--- src/rtl/bdl_seq_pkg.sv ---
package bdl_seq_pkg;

  localparam int DESC_W   = 64;
  localparam int LEN_W    = 16;
  localparam int BUF_AW   = 32;
  localparam int LVI_IN_W = 8;
  localparam int LEN_LSB  = 32;
  localparam int IOC_BIT  = 63;
  localparam int KEEP_BIT = 62;

  typedef enum logic [1:0] {
    ST_HALT  = 2'd0,
    ST_FETCH = 2'd1,
    ST_RUN   = 2'd2
  } bdl_state_e;

  typedef struct packed {
    logic              ioc;
    logic              keep_last;
    logic [LEN_W-1:0]  len;
    logic [BUF_AW-1:0] buf_addr;
  } desc_t;

endpackage

--- src/rtl/bdl_rst_sync.sv ---
module bdl_rst_sync #(
  parameter int STAGES = 2
) (
  input  logic clk,
  input  logic rst_n,
  output logic rst_sync_n
);
  logic [STAGES-1:0] sync_q;

  always_ff @(posedge clk or negedge rst_n) begin
    if (!rst_n) sync_q <= '0;
    else        sync_q <= {sync_q[STAGES-2:0], 1'b1};
  end

  assign rst_sync_n = sync_q[STAGES-1];
endmodule

--- src/rtl/bdl_idx_ring.sv ---
module bdl_idx_ring #(
  parameter int IDX_W = 5
) (
  input  logic             clk,
  input  logic             rst_n,
  input  logic             adv,
  output logic [IDX_W-1:0] civ,
  output logic [IDX_W-1:0] piv
);
  logic [IDX_W-1:0] civ_q, civ_d, piv_q, piv_d;

  always_comb begin
    civ_d = civ_q;
    piv_d = piv_q;
    if (adv) begin
      civ_d = piv_q;
      piv_d = piv_q + 1'b1;
    end
  end

  always_ff @(posedge clk or negedge rst_n) begin
    if (!rst_n) begin
      civ_q <= '0;
      piv_q <= '0;
    end else if (adv) begin
      civ_q <= civ_d;
      piv_q <= piv_d;
    end
  end

  assign civ = civ_q;
  assign piv = piv_q;
endmodule

--- src/rtl/bdl_desc_fetch.sv ---
module bdl_desc_fetch
  import bdl_seq_pkg::*;
#(
  parameter int AW    = 32,
  parameter int IDX_W = 5
) (
  input  logic              clk,
  input  logic              rst_n,
  input  logic              start,
  input  logic [AW-1:0]     base,
  input  logic [IDX_W-1:0]  idx,
  output logic              req_valid,
  input  logic              req_ready,
  output logic [AW-1:0]     req_addr,
  input  logic              rsp_valid,
  input  logic [DESC_W-1:0] rsp_data,
  output logic              rsp_take,
  output desc_t             desc
);
  localparam int SLOT_SHIFT = 3;

  logic          pend_q, pend_d, wait_q, wait_d;
  logic [AW-1:0] addr_q, addr_d;
  logic          unused_bits;

  always_comb begin
    pend_d   = pend_q;
    wait_d   = wait_q;
    addr_d   = addr_q;
    rsp_take = wait_q && rsp_valid;
    if (start && !pend_q && !wait_q) begin
      pend_d = 1'b1;
      addr_d = base + (AW'(idx) << SLOT_SHIFT);
    end
    if (pend_q && req_ready) begin
      pend_d = 1'b0;
      wait_d = 1'b1;
    end
    if (rsp_take) wait_d = 1'b0;
  end

  always_ff @(posedge clk or negedge rst_n) begin
    if (!rst_n) begin
      pend_q <= 1'b0;
      wait_q <= 1'b0;
      addr_q <= '0;
    end else begin
      pend_q <= pend_d;
      wait_q <= wait_d;
      if (start) addr_q <= addr_d;
    end
  end

  assign req_valid      = pend_q;
  assign req_addr       = addr_q;
  assign desc.ioc       = rsp_data[IOC_BIT];
  assign desc.keep_last = rsp_data[KEEP_BIT];
  assign desc.len       = rsp_data[LEN_LSB +: LEN_W];
  assign desc.buf_addr  = {rsp_data[BUF_AW-1:2], 2'b00};
  assign unused_bits    = ^{rsp_data[KEEP_BIT-1:LEN_LSB+LEN_W], rsp_data[1:0]};
endmodule

--- src/rtl/bdl_sample_cnt.sv ---
module bdl_sample_cnt
  import bdl_seq_pkg::*;
(
  input  logic              clk,
  input  logic              rst_n,
  input  logic              load,
  input  logic [LEN_W-1:0]  load_len,
  input  logic [BUF_AW-1:0] load_addr,
  input  logic              take,
  input  logic [LEN_W-1:0]  units,
  output logic [LEN_W-1:0]  remain,
  output logic [BUF_AW-1:0] buf_addr,
  output logic              empty,
  output logic              last_take
);
  localparam int PAD_W = BUF_AW - LEN_W - 1;

  logic [LEN_W-1:0]  rem_q, rem_d, step;
  logic [BUF_AW-1:0] addr_q, addr_d;

  always_comb begin
    last_take = (units >= rem_q);
    step      = last_take ? rem_q : units;
    rem_d     = rem_q;
    addr_d    = addr_q;
    if (load) begin
      rem_d  = load_len;
      addr_d = load_addr;
    end else if (take) begin
      rem_d  = rem_q - step;
      addr_d = addr_q + {{PAD_W{1'b0}}, step, 1'b0};
    end
  end

  always_ff @(posedge clk or negedge rst_n) begin
    if (!rst_n) begin
      rem_q  <= '0;
      addr_q <= '0;
    end else if (load || take) begin
      rem_q  <= rem_d;
      addr_q <= addr_d;
    end
  end

  assign remain   = rem_q;
  assign buf_addr = addr_q;
  assign empty    = (rem_q == '0);
endmodule

--- src/rtl/bdl_ring_seq.sv ---
module bdl_ring_seq
  import bdl_seq_pkg::*;
#(
  parameter int AW    = 32,
  parameter int IDX_W = 5
) (
  input  logic                clk,
  input  logic                rst_n,
  input  logic                base_wr,
  input  logic [AW-1:0]       base_wdata,
  input  logic                lvi_wr,
  input  logic [LVI_IN_W-1:0] lvi_wdata,
  input  logic                run,
  output logic                req_valid,
  input  logic                req_ready,
  output logic [AW-1:0]       req_addr,
  input  logic                rsp_valid,
  input  logic [DESC_W-1:0]   rsp_data,
  input  logic                xfer_valid,
  input  logic [LEN_W-1:0]    xfer_units,
  output logic [BUF_AW-1:0]   buf_addr,
  output logic [LEN_W-1:0]    remain,
  output logic [IDX_W-1:0]    civ,
  output logic [IDX_W-1:0]    piv,
  output logic [IDX_W-1:0]    lvi,
  output logic                halted,
  output logic                celv,
  output logic                evt_ioc,
  output logic                evt_lvb,
  output logic                fill_active,
  output logic                fill_last
);
  logic             rst_int_n;
  bdl_state_e       state_q, state_d;
  logic [AW-1:0]    base_q;
  logic [IDX_W-1:0] lvi_q;
  logic             run_q, run_rise;
  logic             celv_q, celv_d, ioc_q, ioc_d, lvb_q, lvb_d, keep_q, keep_d;
  logic             dioc_q, dkeep_q;
  logic             adv, take, rsp_take, cnt_empty, cnt_last, is_last;
  desc_t            desc;

  bdl_rst_sync #(.STAGES(2)) u_rst (
    .clk(clk), .rst_n(rst_n), .rst_sync_n(rst_int_n)
  );

  bdl_idx_ring #(.IDX_W(IDX_W)) u_ring (
    .clk(clk), .rst_n(rst_int_n), .adv(adv), .civ(civ), .piv(piv)
  );

  bdl_desc_fetch #(.AW(AW), .IDX_W(IDX_W)) u_fetch (
    .clk(clk), .rst_n(rst_int_n), .start(adv), .base(base_q), .idx(piv),
    .req_valid(req_valid), .req_ready(req_ready), .req_addr(req_addr),
    .rsp_valid(rsp_valid), .rsp_data(rsp_data), .rsp_take(rsp_take), .desc(desc)
  );

  bdl_sample_cnt u_cnt (
    .clk(clk), .rst_n(rst_int_n), .load(rsp_take), .load_len(desc.len),
    .load_addr(desc.buf_addr), .take(take), .units(xfer_units),
    .remain(remain), .buf_addr(buf_addr), .empty(cnt_empty), .last_take(cnt_last)
  );

  generate
    if (IDX_W < LVI_IN_W) begin : g_lvi_trim
      logic unused_lvi_hi;
      assign unused_lvi_hi = ^lvi_wdata[LVI_IN_W-1:IDX_W];
    end
  endgenerate

  logic unused_base_lo;
  assign unused_base_lo = ^base_wdata[1:0];

  assign run_rise = run && !run_q;
  assign is_last  = (civ == lvi_q);

  always_comb begin
    state_d = state_q;
    celv_d  = celv_q;
    keep_d  = keep_q;
    ioc_d   = 1'b0;
    lvb_d   = 1'b0;
    adv     = 1'b0;
    take    = 1'b0;
    case (state_q)
      ST_HALT: begin
        if (run_rise || (lvi_wr && run)) begin
          adv     = 1'b1;
          celv_d  = 1'b0;
          state_d = ST_FETCH;
        end
      end
      ST_FETCH: begin
        if (rsp_take) state_d = run ? ST_RUN : ST_HALT;
      end
      ST_RUN: begin
        if (!run) begin
          state_d = ST_HALT;
        end else if (cnt_empty) begin
          if (is_last) begin
            keep_d  = 1'b0;
            state_d = ST_HALT;
          end else begin
            celv_d  = 1'b0;
            adv     = 1'b1;
            state_d = ST_FETCH;
          end
        end else if (xfer_valid) begin
          take = 1'b1;
          if (cnt_last) begin
            ioc_d = dioc_q;
            if (is_last) begin
              lvb_d   = 1'b1;
              celv_d  = 1'b1;
              keep_d  = dkeep_q;
              state_d = ST_HALT;
            end else begin
              celv_d  = 1'b0;
              adv     = 1'b1;
              state_d = ST_FETCH;
            end
          end
        end
      end
      default: state_d = ST_HALT;
    endcase
  end

  always_ff @(posedge clk or negedge rst_int_n) begin
    if (!rst_int_n) begin
      state_q <= ST_HALT;
      base_q  <= '0;
      lvi_q   <= '0;
      run_q   <= 1'b0;
      celv_q  <= 1'b0;
      ioc_q   <= 1'b0;
      lvb_q   <= 1'b0;
      keep_q  <= 1'b0;
      dioc_q  <= 1'b0;
      dkeep_q <= 1'b0;
    end else begin
      state_q <= state_d;
      run_q   <= run;
      celv_q  <= celv_d;
      ioc_q   <= ioc_d;
      lvb_q   <= lvb_d;
      keep_q  <= keep_d;
      if (base_wr) base_q <= {base_wdata[AW-1:2], 2'b00};
      if (lvi_wr)  lvi_q  <= lvi_wdata[IDX_W-1:0];
      if (rsp_take) begin
        dioc_q  <= desc.ioc;
        dkeep_q <= desc.keep_last;
      end
    end
  end

  assign lvi         = lvi_q;
  assign halted      = (state_q == ST_HALT);
  assign celv        = celv_q;
  assign evt_ioc     = ioc_q;
  assign evt_lvb     = lvb_q;
  assign fill_active = halted && run;
  assign fill_last   = keep_q;
endmodule

--- config.mk ---
export PLATFORM = sky130hd
export DESIGN_NAME = bdl_ring_seq
export DESIGN_NICKNAME = d
export VERILOG_FILES = /design/src/rtl/bdl_seq_pkg.sv /design/src/rtl/bdl_rst_sync.sv /design/src/rtl/bdl_idx_ring.sv /design/src/rtl/bdl_desc_fetch.sv /design/src/rtl/bdl_sample_cnt.sv /design/src/rtl/bdl_ring_seq.sv
export SDC_FILE = /design/constraint.sdc
export NUM_CORES = 1
export LEC_CHECK = 0
export ABC_AREA = 1
export ABC_CLOCK_PERIOD_IN_PS = 4500
export BUFFER_PORTS_ARGS = -buffer_cell sky130_fd_sc_hd__buf_2
export CAP_MARGIN = 20
export CORE_UTILIZATION = 50
export DETAILED_ROUTE_END_ITERATION = 8
export GPL_TIMING_DRIVEN = 0
export PLACE_DENSITY = 0.8
export SYNTH_ARGS = -nofsm -noshare
export SYNTH_HDL_FRONTEND = slang
export SYNTH_HIERARCHICAL = 1
export SYNTH_SLANG_ARGS = --single-unit
--- constraint.sdc ---
create_clock -name clk -period 4.5 [get_ports clk]
set_clock_uncertainty 0.1 [all_clocks]
set_input_delay 0.45 -clock clk [delete_from_list [all_inputs] [get_ports clk]]
set_output_delay 0.45 -clock clk [all_outputs]
set_load 0.05 [all_outputs]
# --- Yosys cells after proc, flatten, opt, wreduce, memory -nomap -nowiden ---
# Cells that the tools add are included.
# W data, S select, Z words.
word_totals:
  regBits: 138
  latch_bits: 0
  ramBits: 0
  mem_bits_ro: 0
  in_bits: 128
  output_inout_bits: 102
  elab_cells: 111
  memories: 0
classes:
  n_addsub: 4
  multipliers: 0
  div: 0
  order_cmp: 1
  n_eq_ne: 11
  n_shift: 0
  muxes: 52
  bitwise: 0
  reduce_logical: 25
ops:
  columns: ["cell", "count"]
  rows:
  - ["$mux W32", 2]
  - ["$mux W16", 3]
  - ["$mux W1", 37]
  - ["$add A32 B17 Y32", 1]
  - ["$add A32 B8 Y32", 1]
  - ["$ge A16 B16 Y1", 1]
  - ["$logic_not A16 Y1", 1]
  - ["$sub A16 B16 Y16", 1]
  - ["$mux W2", 7]
  - ["$reduce_bool A2 Y1", 6]
  - ["$ne A3 B3 Y1 const B", 3]
  - ["$ne A4 B4 Y1 const B", 2]
  - ["$logic_and A1 B1 Y1", 7]
  - ["$pmux W2 S3", 1]
  - ["$reduce_and A6 Y1", 1]
  - ["$add A5 B1 Y5 const B", 1]
  - ["$eq A5 B5 Y1", 1]
  - ["$reduce_and A5 Y1", 1]
  - ["$ne A2 B1 Y1 const B", 2]
  - ["$pmux W1 S2", 2]
  - ["$reduce_and A2 Y1", 2]
  - ["$reduce_and A4 Y1", 1]
  - ["$logic_not A1 Y1", 3]
  - ["$eq A2 B1 Y1 const B", 1]
  - ["other kinds (4)", 5]

# --- Logic depth before layout (Yosys ltp) ---
logic_depth:
  depth_word: 11
  mapped_depth: 28
  ltp_nobuf: 27

# --- Modules after synthesis ---
# The synthesis kept the hierarchy.
by_module_without_submodules:
  columns: ["mod", "n_inst", "cells_per_inst", "area_per_inst_um2"]
  rows:
  - ["bdl_sample_cnt", 1, 721, 4904.7]
  - ["bdl_desc_fetch", 1, 414, 2702.6]
  - ["bdl_ring_seq", 1, 157, 1840.5]
  - ["bdl_idx_ring", 1, 44, 421.7]
  - ["bdl_rst_sync", 1, 3, 53.8]

# --- Worst setup path before layout ---
# Ideal clock, no wire load.
synth_timing:
  path_type: "register -> register"
  startpoint: "register u_cnt.rem_q[1], in the netlist u_cnt/remain[1]"
  endpoint: "register u_cnt.addr_q[21], in the netlist u_cnt/buf_addr[21]"
  setup_ns: 0.128
  t_arrival_ns: 3.380
  setup_slack_ns: 0.892
  path_stages_with_launch: 28
  path_buffers: 1
  period_less_slack_ns: 3.608
  cell_sequence: "dfrtp_1 -> inv_1 -> ha_1 -> nand2_1 -> nand3_1 -> nand2_1 -> nand2_1 -> nand2_1 -> nand2_1 -> nand2_1 -> nand2_4 -> buf_6 -> nand2_1 -> o21ai_0 -> ha_1 -> fa_1 -> nand2_1 -> nand2_1 -> o21ai_2 -> inv_2 -> nand3_1 -> nand3_2 -> nand2_1 -> nand2_2 -> nand2_1 -> nand2_1 -> nand2_1 -> o21ai_1"
synth_between:
  elab_cells_between_ends: 12
synth_rtl:
  columns: ["item", "line", "rtl"]
  rows:
  - ["from (decl)", "bdl_sample_cnt.sv:18", "logic [LEN_W-1:0] rem_q, rem_d, step;"]
  - ["from (signal assigned)", "bdl_sample_cnt.sv:40", "rem_q <= rem_d;"]
  - ["$ge A16 B16 Y1", "bdl_sample_cnt.sv:22", "last_take = (units >= rem_q);"]
  - ["net cnt_last", "bdl_ring_seq.sv:40", "logic adv, take, rsp_take, cnt_empty, cnt_last, is_last;"]
  - ["$mux W16", "bdl_sample_cnt.sv:23", "step = last_take ? rem_q : units;"]
  - ["$add A32 B17 Y32", "bdl_sample_cnt.sv:31", "addr_d = addr_q + {{PAD_W{1'b0}}, step, 1'b0};"]
  - ["$mux W32", "bdl_sample_cnt.sv:29", "end else if (take) begin"]
  - ["$mux W32", "bdl_sample_cnt.sv:26", "if (load) begin"]
  - ["to (signal assigned)", "bdl_sample_cnt.sv:41", "addr_q <= addr_d;"]
  - ["to (decl)", "bdl_sample_cnt.sv:19", "logic [BUF_AW-1:0] addr_q, addr_d;"]
# The timed path passes the listed nets, and every way through them passes these cells. The select of a mux whose other input is x is not followed.
# A chain may end at the register's enable or synchronous reset.

# --- Worst setup path after layout ---
layout_timing:
  startpoint: "register u_cnt.rem_q[1], in the netlist u_cnt/remain[1]"
  endpoint: "register u_cnt.addr_q[23], in the netlist u_cnt/buf_addr[23]"
# The elaborated chain is that of the path after synthesis.

==> results.md <==
* Outcome: completed
* Crit path to: u_cnt/buf_addr[23]
* Post-synth EDFFs at 0
* Worst r2r dst: u_cnt/buf_addr[23]
* Vias per cell at 5.30
* Gr usage total at 28.4%
* Worst Setup SP: u_cnt/remain[1]
* Die X-Extent at 143 um
* VDD IR max at 0.356 mV
* #FFs+latches synth at 138
* Synth Cell Area at 9920 um^2
* Filler Cell Count at 1792
* Clk sinks at 138
* Final hold slack at 0.119 ns
* Max Root-Sink Buffers at 2
* Setup TNS at 0 ns
* DIE AREA at 20400 um^2
* Grt ovf at 0
* M1 wire length at 13300 um
* Ys flop type: dfrtp_1
* Inserted Diodes at 0
* Vias in the first global route at 8695
* Final core utilization at 60.1%
* Met2 Wirelength at 12700 um
* Total wire length at 28500 um
* Post-synth top area cell: dfrtp_1
* First-pass GRT wire length at 44200 um
* Post-layout min period at 4.11 ns
* Initial Util at 51.0%
* Cell variety after synth at 46
* Num CTS Buffers at 17
* RSZ-0062 raised after global routing: false
* Number of nets in the layout at 1705
* Power per Cell Area at 820 nW/um^2
* Final HPWL DP at 22100 um
* Count of final hold-check violations at 0
* Crit-path cells: inv_1 -> ha_1 -> nand2_1 -> nand3_1 -> nand2_1 -> nand2_1 -> nand2_1 -> nand2_1 -> nand2_1 -> nand2_4 -> buf_6 -> o21ai_0 -> ha_1 -> fa_1 -> nand2_1 -> nand2_1 -> o21ai_2 -> o21ai_2 -> nand3_2 -> nand3_2 -> nand2_1 -> nand3_1 -> o211ai_1
* Share of the synthesized area in the top cell type at 34.8%
* Drt drc at 0
* Final ANT Viol Nets at 0
* Relative slew slack at 27.8%
* Max FO, Critical Path at 11
* Crit path top cell by count: nand2_1
* Final setup viols at 0
* Worst skew pair latency at 0.43 ns
* Hold-fix buffers, CTS at 1
* WS Path Type: register to register
* Initial DRC count at 689
* Fmax at 243 MHz
* Layout cell share with drive strength beyond 1 at 22.5%
* Initial antenna violation count at 0
* Synthesized area per cell at 7.41 um^2
* Core area at 19500 um^2
* Post-Synthesis Cells at 1339
* DR WL/cell at 15.9 um
* Post-Place Cells at 1766
* Clock slew seen by the registers of the worst setup and hold paths at 0.06 ns
* IO Port Bufs at 158
* Commonest cells post-synth: nand2_1, inv_1, dfrtp_1
* Layout Area Growth over Synthesis at 18.0%
* Worst R2R Path Depth at 23
* Largest cells by area after synthesis: dfrtp_1, nand2_1, ha_1
* Pin count of the biggest net entering global routing at 64
* CTS tree: yes
* Critical Path RT at 4.69 ns
* Static Leak at 6.21 nW
* Slew Viols, Final at 0
* Drt pass-1 iters at 5
* Worst Setup End Kind: register
* Tightest Pin Transition at 1.07 ns
* Critical path's largest stage delay at 0.56 ns
* Cts repair resizes at 0
* Die height at 143 um
* FP Rows at 51
* Worst min path class: input port to register
* Top Layer Used: met4
* R2R Setup Slk at 0.39 ns
* Count of warnings emitted by yosys at 6
* H-tree depth at 4
* Post-CTS Setup Repair Bufs at 0
* Met3 WL at 1890 um
* Top-count cell post-synth: nand2_1
* Max-Cap Viols at 0
* CTS root buffer: clkbuf_16
* Non-filler instance count after layout at 1798
* Worst path arrival time at 4.30 ns
* Via count at 9527
* Placer Congestion at 0.942
* Ys async rst share at 100%
* Ports at 230
* FF-to-FF Start: u_cnt/remain[1]
* Seq/Total Area, Yosys at 34.8%
* Slowest cell on crit path: o21ai_0
* CP startpoint kind: register
* Final Cycle Share at 91.4%
[area by class of cell]
cell class / instances / area [um^2] / area share [%]
Tap cell: 265 / 332 / 2.83
Clock inverter: 12 / 141 / 1.21
Multi-Input combinational cell: 957 / 5300 / 45.3
Timing Repair Buffer: 161 / 856 / 7.31
Clock buffer: 19 / 443 / 3.78
Sequential cell: 138 / 3460 / 29.5
Buffer: 77 / 544 / 4.65
Inverter: 169 / 634 / 5.42
[through the flow]
stage	setup slack [ns]	power [mW]	cell area, um^2
2_1_floorplan	0.270	6.62	9930
3_3_place_gp	-1.45	7.98	11100
3_5_place_dp	0.533	8.10	11100
4_1_cts	0.513	9.56	11700
5_1_grt	0.140	10.3	11700
6_report	0.389	9.60	11700
[flip-flops by register name (all words and copies together), names as in the netlist, 2 cells and up]
signal / count
u_rst/sync_q: 2
lvi: 5
u_cnt/buf_addr: 32
state_q: 2
u_ring/piv: 5
u_ring/civ: 5
u_cnt/remain: 16
base_q: 30
u_fetch/req_addr: 32
[cell usage in the layout, fill, tap and decap left out, types with 18 or more instances in the layout]
cell and n:
nand2_1 404, buf_2 168, inv_1 159, dfrtp_1 137
nor2_1 97, nand3_1 79, o21ai_0 53, ha_1 53
buf_4 50, a21oi_1 41, mux2_2 32, a22oi_1 30
nand4_1 21, o21ai_2 18
[worst min-delay path by stage]
stage                from              end  slack (ns)  depth (start not counted)
floorplan           rst_n  u_rst/sync_q[0]        0.05                          0
global placement    rst_n  u_rst/sync_q[0]        0.14                          1
detailed placement  rst_n  u_rst/sync_q[0]        0.14                          1
CTS                   run            run_q        0.11                          1
global route          run            run_q        0.10                          1
finish                run            run_q        0.12                          1
[critical path, delay by kind of cell (launching register included)]
kind	cells	cell delay, ns
adder cells (fa/ha/maj)	3	0.92
AND/OR/NAND/NOR	14	1.20
flip-flops	1	0.43
AO/OA/AOI/OAI	4	1.00
buffers and inverters	2	0.32
[logic make-up after synthesis]
logic type               count (synthesis)  synth area share, %
XOR/XNOR                                24                 2.12
multiplexers                            32                 3.63
adder cells (fa/ha/maj)                 56                 7.29
buffers and inverters                  246                 11.9
AND/OR/NAND/NOR                        653                 28.4
AO/OA/AOI/OAI                          187                 11.8
other                                    3                0.113
flip-flops                             138                 34.8
[power breakdown]
part           internal, mW  total [mW]  switching [mW]
Combinational          1.79        6.03            4.25
Sequential             1.68        2.15           0.474
Clock                 0.835        1.41           0.576
[metal layers]
metal	vias to the layer above	global-route usage (%)
li1	4669	-
met1	4445	39.9
met2	370	44.1
met3	43	5.40
met4	0	9.00
met5	-	0
Note: power is estimated with default switching activity, not from simulation.
